## src/rtl/exc_track_pkg.sv

```systemverilog
package exc_track_pkg;

  localparam int unsigned DETECT_STAGES = 4;

  typedef enum logic [2:0] {
    CAUSE_NONE   = 3'd0,
    CAUSE_FETCH  = 3'd1,
    CAUSE_DECODE = 3'd2,
    CAUSE_EXEC   = 3'd3,
    CAUSE_MEM    = 3'd4
  } cause_e;

  typedef struct packed {
    logic [DETECT_STAGES-1:0] setFlag;
    logic                     flush;
    logic                     commit;
    logic                     advance;
    logic                     loadResume;
  } ctrl_strobe_t;

  function automatic cause_e stageCause(input int unsigned idx);
    case (idx)
      0:       return CAUSE_FETCH;
      1:       return CAUSE_DECODE;
      2:       return CAUSE_EXEC;
      default: return CAUSE_MEM;
    endcase
  endfunction

endpackage

```

## src/rtl/exc_track_datapath.sv

```systemverilog
module exc_track_datapath
  import exc_track_pkg::*;
#(
  parameter int unsigned     PC_W     = 32,
  parameter int unsigned     PC_STEP  = 4,
  parameter logic [PC_W-1:0] RESET_PC = 'h100
) (
  input  logic                     clk,
  input  logic                     rst,
  input  ctrl_strobe_t             strobe,
  input  logic [PC_W-1:0]          resumePc,
  output logic [DETECT_STAGES-1:0] regValid,
  output logic [DETECT_STAGES-1:0] regFlag,
  output logic [PC_W-1:0]          fetchPc,
  output logic                     excTaken,
  output logic [PC_W-1:0]          excPc,
  output logic [2:0]               excCause
);

  localparam int unsigned NREG = DETECT_STAGES;
  localparam logic [PC_W-1:0] STEP = PC_W'(PC_STEP);

  logic            vldQ   [NREG];
  logic            flgQ   [NREG];
  cause_e          causeQ [NREG];
  logic [PC_W-1:0] pcQ    [NREG];

  logic            nVld   [NREG];
  logic            nFlg   [NREG];
  cause_e          nCause [NREG];
  logic [PC_W-1:0] nPc    [NREG];

  logic [PC_W-1:0] fetchPcQ;
  logic [PC_W-1:0] excPcQ;
  cause_e          excCauseQ;
  logic            takenQ;

  // next-state of each pipeline register: IF/ID, ID/EX, EX/MEM, MEM/WB
  for (genvar k = 0; k < NREG; k++) begin : g_reg
    if (k == 0) begin : g_head
      assign nVld[k]   = strobe.advance & ~strobe.flush;
      assign nFlg[k]   = strobe.setFlag[k] & nVld[k];
      assign nCause[k] = strobe.setFlag[k] ? stageCause(k) : CAUSE_NONE;
      assign nPc[k]    = fetchPcQ;
    end else begin : g_body
      assign nVld[k]   = vldQ[k-1] & ~strobe.flush;
      assign nFlg[k]   = (flgQ[k-1] | strobe.setFlag[k]) & nVld[k];
      assign nCause[k] = flgQ[k-1]          ? causeQ[k-1]   :
                         strobe.setFlag[k]  ? stageCause(k) : CAUSE_NONE;
      assign nPc[k]    = pcQ[k-1];
    end
    assign regValid[k] = vldQ[k];
    assign regFlag[k]  = flgQ[k];
  end

  always_ff @(posedge clk) begin
    if (rst) begin
      for (int i = 0; i < NREG; i++) begin
        vldQ[i]   <= 1'b0;
        flgQ[i]   <= 1'b0;
        causeQ[i] <= CAUSE_NONE;
        pcQ[i]    <= '0;
      end
    end else begin
      for (int i = 0; i < NREG; i++) begin
        vldQ[i]   <= nVld[i];
        flgQ[i]   <= nFlg[i];
        causeQ[i] <= nCause[i];
        pcQ[i]    <= nPc[i];
      end
    end
  end

  // fetch PC: restart load wins over sequential advance
  always_ff @(posedge clk) begin
    if (rst) begin
      fetchPcQ <= RESET_PC;
    end else if (strobe.loadResume) begin
      fetchPcQ <= resumePc;
    end else if (strobe.advance) begin
      fetchPcQ <= fetchPcQ + STEP;
    end
  end

  // exception record, captured from MEM/WB on commit
  always_ff @(posedge clk) begin
    if (rst) begin
      excPcQ    <= '0;
      excCauseQ <= CAUSE_NONE;
      takenQ    <= 1'b0;
    end else begin
      takenQ <= strobe.commit;
      if (strobe.commit) begin
        excPcQ    <= pcQ[NREG-1];
        excCauseQ <= causeQ[NREG-1];
      end
    end
  end

  assign fetchPc  = fetchPcQ;
  assign excTaken = takenQ;
  assign excPc    = excPcQ;
  assign excCause = excCauseQ;

endmodule

```

## src/rtl/exc_track_control.sv

```systemverilog
module exc_track_control
  import exc_track_pkg::*;
(
  input  logic                     clk,
  input  logic                     rst,
  input  logic [DETECT_STAGES-1:0] excReq,
  input  logic                     resume,
  input  logic [DETECT_STAGES-1:0] regValid,
  input  logic [DETECT_STAGES-1:0] regFlag,
  output ctrl_strobe_t             strobe,
  output logic                     fetchHalt,
  output logic [DETECT_STAGES-1:0] squash
);

  localparam int unsigned NREG = DETECT_STAGES;

  logic            haltQ;
  logic [NREG-1:0] stageValid;
  logic [NREG-1:0] stageFlag;
  logic [NREG-1:0] setFlag;
  logic            commit;
  logic            anyNew;

  // stage k works on the contents of register k-1; fetch is valid unless halted
  assign stageValid = {regValid[NREG-2:0], ~haltQ};
  assign stageFlag  = {regFlag[NREG-2:0], 1'b0};
  assign commit     = regValid[NREG-1] & regFlag[NREG-1];

  for (genvar k = 0; k < NREG; k++) begin : g_accept
    assign setFlag[k] = excReq[k] & stageValid[k] & ~stageFlag[k] & ~commit;
    assign squash[k]  = ~regValid[k] | regFlag[k] | commit;
  end

  assign anyNew = |setFlag;

  always_ff @(posedge clk) begin
    if (rst) begin
      haltQ <= 1'b0;
    end else if (commit || anyNew) begin
      haltQ <= 1'b1;
    end else if (resume) begin
      haltQ <= 1'b0;
    end
  end

  always_comb begin
    strobe            = '0;
    strobe.setFlag    = setFlag;
    strobe.flush      = commit;
    strobe.commit     = commit;
    strobe.advance    = ~haltQ;
    strobe.loadResume = resume & haltQ & ~anyNew & ~commit;
  end

  assign fetchHalt = haltQ;

endmodule

```

## src/rtl/exc_tracker.sv

```systemverilog
module exc_tracker
  import exc_track_pkg::*;
#(
  parameter int unsigned     PC_W     = 32,
  parameter int unsigned     PC_STEP  = 4,
  parameter logic [PC_W-1:0] RESET_PC = 'h100
) (
  input  logic            clk,
  input  logic            rst,
  input  logic [3:0]      excReq,
  input  logic            resume,
  input  logic [PC_W-1:0] resumePc,
  output logic [PC_W-1:0] fetchPc,
  output logic            fetchHalt,
  output logic [3:0]      squash,
  output logic            excTaken,
  output logic [PC_W-1:0] excPc,
  output logic [2:0]      excCause
);

  ctrl_strobe_t             strobe;
  logic [DETECT_STAGES-1:0] regValid;
  logic [DETECT_STAGES-1:0] regFlag;

  exc_track_control u_ctrl (
    .clk       (clk),
    .rst       (rst),
    .excReq    (excReq),
    .resume    (resume),
    .regValid  (regValid),
    .regFlag   (regFlag),
    .strobe    (strobe),
    .fetchHalt (fetchHalt),
    .squash    (squash)
  );

  exc_track_datapath #(
    .PC_W     (PC_W),
    .PC_STEP  (PC_STEP),
    .RESET_PC (RESET_PC)
  ) u_dp (
    .clk      (clk),
    .rst      (rst),
    .strobe   (strobe),
    .resumePc (resumePc),
    .regValid (regValid),
    .regFlag  (regFlag),
    .fetchPc  (fetchPc),
    .excTaken (excTaken),
    .excPc    (excPc),
    .excCause (excCause)
  );

endmodule

```

## config.mk

```make
export PLATFORM = sky130hd
export DESIGN_NAME = exc_tracker
export DESIGN_NICKNAME = d
export VERILOG_FILES = /design/src/rtl/exc_track_pkg.sv /design/src/rtl/exc_track_datapath.sv /design/src/rtl/exc_track_control.sv /design/src/rtl/exc_tracker.sv
export SDC_FILE = /design/constraint.sdc
export NUM_CORES = 1
export LEC_CHECK = 0
export BUFFER_PORTS_ARGS = -buffer_cell sky130_fd_sc_hd__buf_4
export CAP_MARGIN = 20
export CORE_UTILIZATION = 30
export CTS_BUF_LIST = sky130_fd_sc_hd__clkbuf_16
export DETAILED_ROUTE_END_ITERATION = 10
export SLEW_MARGIN = 20
export SYNTH_ARGS = -nofsm -noshare
export SYNTH_HDL_FRONTEND = slang
export SYNTH_HIERARCHICAL = 1
export SYNTH_SLANG_ARGS = --single-unit
```

## constraint.sdc

```tcl
create_clock -name clk -period 3.1 [get_ports clk]
set_input_delay 0 -clock clk [delete_from_list [all_inputs] [get_ports clk]]
set_output_delay 0 -clock clk [all_outputs]
set_load 0.05 [all_outputs]
```

==> reports/summary.txt <==
==================================================================================
Synth unique cells                                                              51
Most used cells in the layout excluding fill and tap cells            sky130_fd_sc_hd__dfxtp_1 (213), sky130_fd_sc_hd__nor2b_1 (131), sky130_fd_sc_hd__buf_4 (116), sky130_fd_sc_hd__nor2_1 (64), sky130_fd_sc_hd__mux2i_1 (38)
Cell Area, Synth                                                      0.00740 mm^2
Number of remaining DRC errors                                                   0
Final hold slack                                                        0.00609 ns
Clk sinks                                                                      213
Number of antenna violations at the first check in global routing                0
Share of layout cells above drive strength 1                                 19.3%
DIE WIDTH                                                                   159 um
Area of the core                                                       0.0242 mm^2
VDD IR-drop max                                                           0.394 mV
Number of instances resized during post-cts repair                               0
Combined buffer and inverter count along the critical path                       1
Fraction of synthesis flops using an asynchronous set or reset pin              0%
Cts bufs inserted                                                               21
Deepest clock path buffer count                                                  3
Starting DRT DRC Count                                                         282
Power per cell area                                                    625 mW/mm^2
Max Cap Violations                                                               0
Initial core utilization                                                     30.5%
Mean Syn Cell Area                                                       10.5 um^2
Highest clock rate                                                         477 MHz
Total setup violations reported at the end of the flow                           0
Warning count from the yosys run                                                 6
Number of storage elements in the synthesis netlist                            213
Worst Skew                                                              0.00515 ns
Kind of launch point of the worst setup path                                  flop
Number of H-tree levels                                                          1
Net count reported at finish                                                   842
Endpoint class of the critical path                                           flop
Arrival time at the worst endpoint                                         2.48 ns
Boundary pin count                                                             112
Overall die area                                                       0.0253 mm^2
Commonest non-fill, non-tap cell in the layout                        sky130_fd_sc_hd__dfxtp_1
Number of buffers inserted by port buffering                                   111
Total gr overflow                                                                0
Layout overhead on the synthesized area                                      24.8%
Sequential cell area fraction in the yosys report                            57.6%
Endpoints failing hold                                                           0
Max transition margin                                                        50.1%
Number of antenna cells inserted                                                 0
Remaining antenna violation count                                                0
FP Rows                                                                         57
Drt first pass iters                                                             4
Post-Synthesis Cells                                                           705
Hold_sp                                                                        rst
Vias after detailed routing                                                  4,814
Aggregate global-route resource usage                                        11.8%
Global-route wire length before repair                                     24.0 mm
Post-Route Setup TNS                                                          0 ns
Stage delay of the slowest cell on the critical path                       0.52 ns
Root buf cell                                                         sky130_fd_sc_hd__clkbuf_16
Number of global-route vias before repair                                    4,466
Least-Margin Pin Slew                                                     0.748 ns
Beginning of the critical path                                        u_ctrl/fetchHalt
Status                                                                   completed
Post-route total power                                                     5.77 mW
Static Leak                                                                3.64 nW
Count of buffers added by post-CTS timing repair for setup                       0
Clock slew at reported path FFs                                            0.06 ns
RePlAce Congestion                                                           0.816
Cells traversed along the worst timing path                           inv_1 -> nand4_4 -> or2_0 -> or4_1 -> a311oi_1
Required time of the worst setup path                                      3.48 ns
RSZ-0062 raised after global routing                                            no
Family of cells with the greatest summed delay on the critical path   simple AND/OR/NAND/NOR gates
Critical-path top delay cell                                          sky130_fd_sc_hd__or4_1
Number of nets produced by synthesis                                           745
Period minus WS final                                                      2.09 ns
Largest fanout on the critical path                                              9
EDFF count, synth                                                                0
Routed Wire Length                                                         15.4 mm
CTS tree                                                                     built
Via density                                                                   4.23
Maximum number of pins on one net before global-route repair                   101
Number of filler instances in the final layout                               2,473
Slew Limit Fails                                                                 0
Main synth FF type                                                    sky130_fd_sc_hd__dfxtp_1
Worst-Skew Late Latency                                                    0.48 ns
Crit Reg-Reg Startpoint                                               u_ctrl/fetchHalt
Hold-fix buffer count after cts                                                 37
Hpwl dp                                                                    10.4 mm
Per-cell routed wire length                                                13.5 um
Post-route clock period utilization                                          67.6%
Hold WC Path Type                                                     primary input to flop
Crit Path Category                                                    flop to flop
Die Height                                                                  159 um
==================================================================================
kinds of logic after synthesis:
family | share of synthesized area [%]
and+or+nand+nor | 23.7
DFF | 57.6
buffers and inverters | 6.64
AOI/OAI and AO/OA | 5.44
muxes | 5.14
xor gates and xnor gates | 1.30
adders and majority gates | 0.169
Yosys cell counts, drive strengths merged (8+ instances only):
library cell / n / area, um^2
o31ai: 8 / 60.1
a311oi: 11 / 96.3
and2: 8 / 50.1
nor2: 64 / 240
buf: 50 / 355
and3: 11 / 70.1
nand2: 22 / 85.1
mux2i: 38 / 380
dfxtp: 213 / 4260
nor2b: 132 / 833
nand4: 13 / 118
nand3: 9 / 45.0
a211oi: 9 / 67.6
clkbuf: 30 / 114
routing by layer:
layer	vias up	part of all wire (%)	GRT usage [%]	routed length, um
met3	27	4.6	2.24	706
met4	0	2.3	4.11	361
met2	106	47	19.6	7170
met5	-	0	0	0
li1	2523	-	-	-
met1	2158	46	15.3	7130
sequential cells by signal (all words and copies together) (netlist names), 3 cells and up:
name and flops:
u_dp/excCause 3, u_dp/fetchPc 32, u_dp/excPc 32, u_dp/vldQ 4, u_dp/flgQ 4, u_dp/pcQ 128, u_dp/causeQ 8
report_power, final:
| group | switching, mW | internal, mW |
|---|---|---|
| Sequential | 0.0788 | 2.82 |
| Clock | 0.996 | 1.39 |
| Combinational | 0.289 | 0.196 |
| Total | 1.36 | 4.41 |
layout make-up:
type	count	area [um^2]	area share [%]
flip-flops and latches	213	4260	46.2
multi-input cells	406	2650	28.7
repair buffers	154	1250	13.6
clock buffers	21	526	5.69
well taps	324	405	4.39
clock inverters	15	121	1.31
inverters	6	22.5	0.244
stage by stage:
stage / cell area (um^2) / util (%) / std cells / setup slack (ns)
2_1_floorplan: 7400 / - / 705 / 1.02
6_report: 9240 / 38.1 / 1139 / 1.01
3_5_place_dp: 8220 / 33.9 / 1066 / 1.03
3_3_place_gp: 8220 / 33.9 / 1066 / 1.13
5_1_grt: 9240 / 38.1 / 1139 / 0.904
4_1_cts: 9240 / 38.1 / 1139 / 1.01
worst paths after layout:
check | end | slack (ns) | cells past startpoint
worst max-delay path | u_dp/fetchPc[21] | 1.01 | 5
worst min-delay path | u_dp/excCause[1] | 0.006 | 2
worst max register to register | u_dp/fetchPc[21] | 1.01 | 5
worst min register to register | u_dp/pcQ[3][25] | 0.43 | 1
Note: power is estimated with default switching activity, not from simulation.
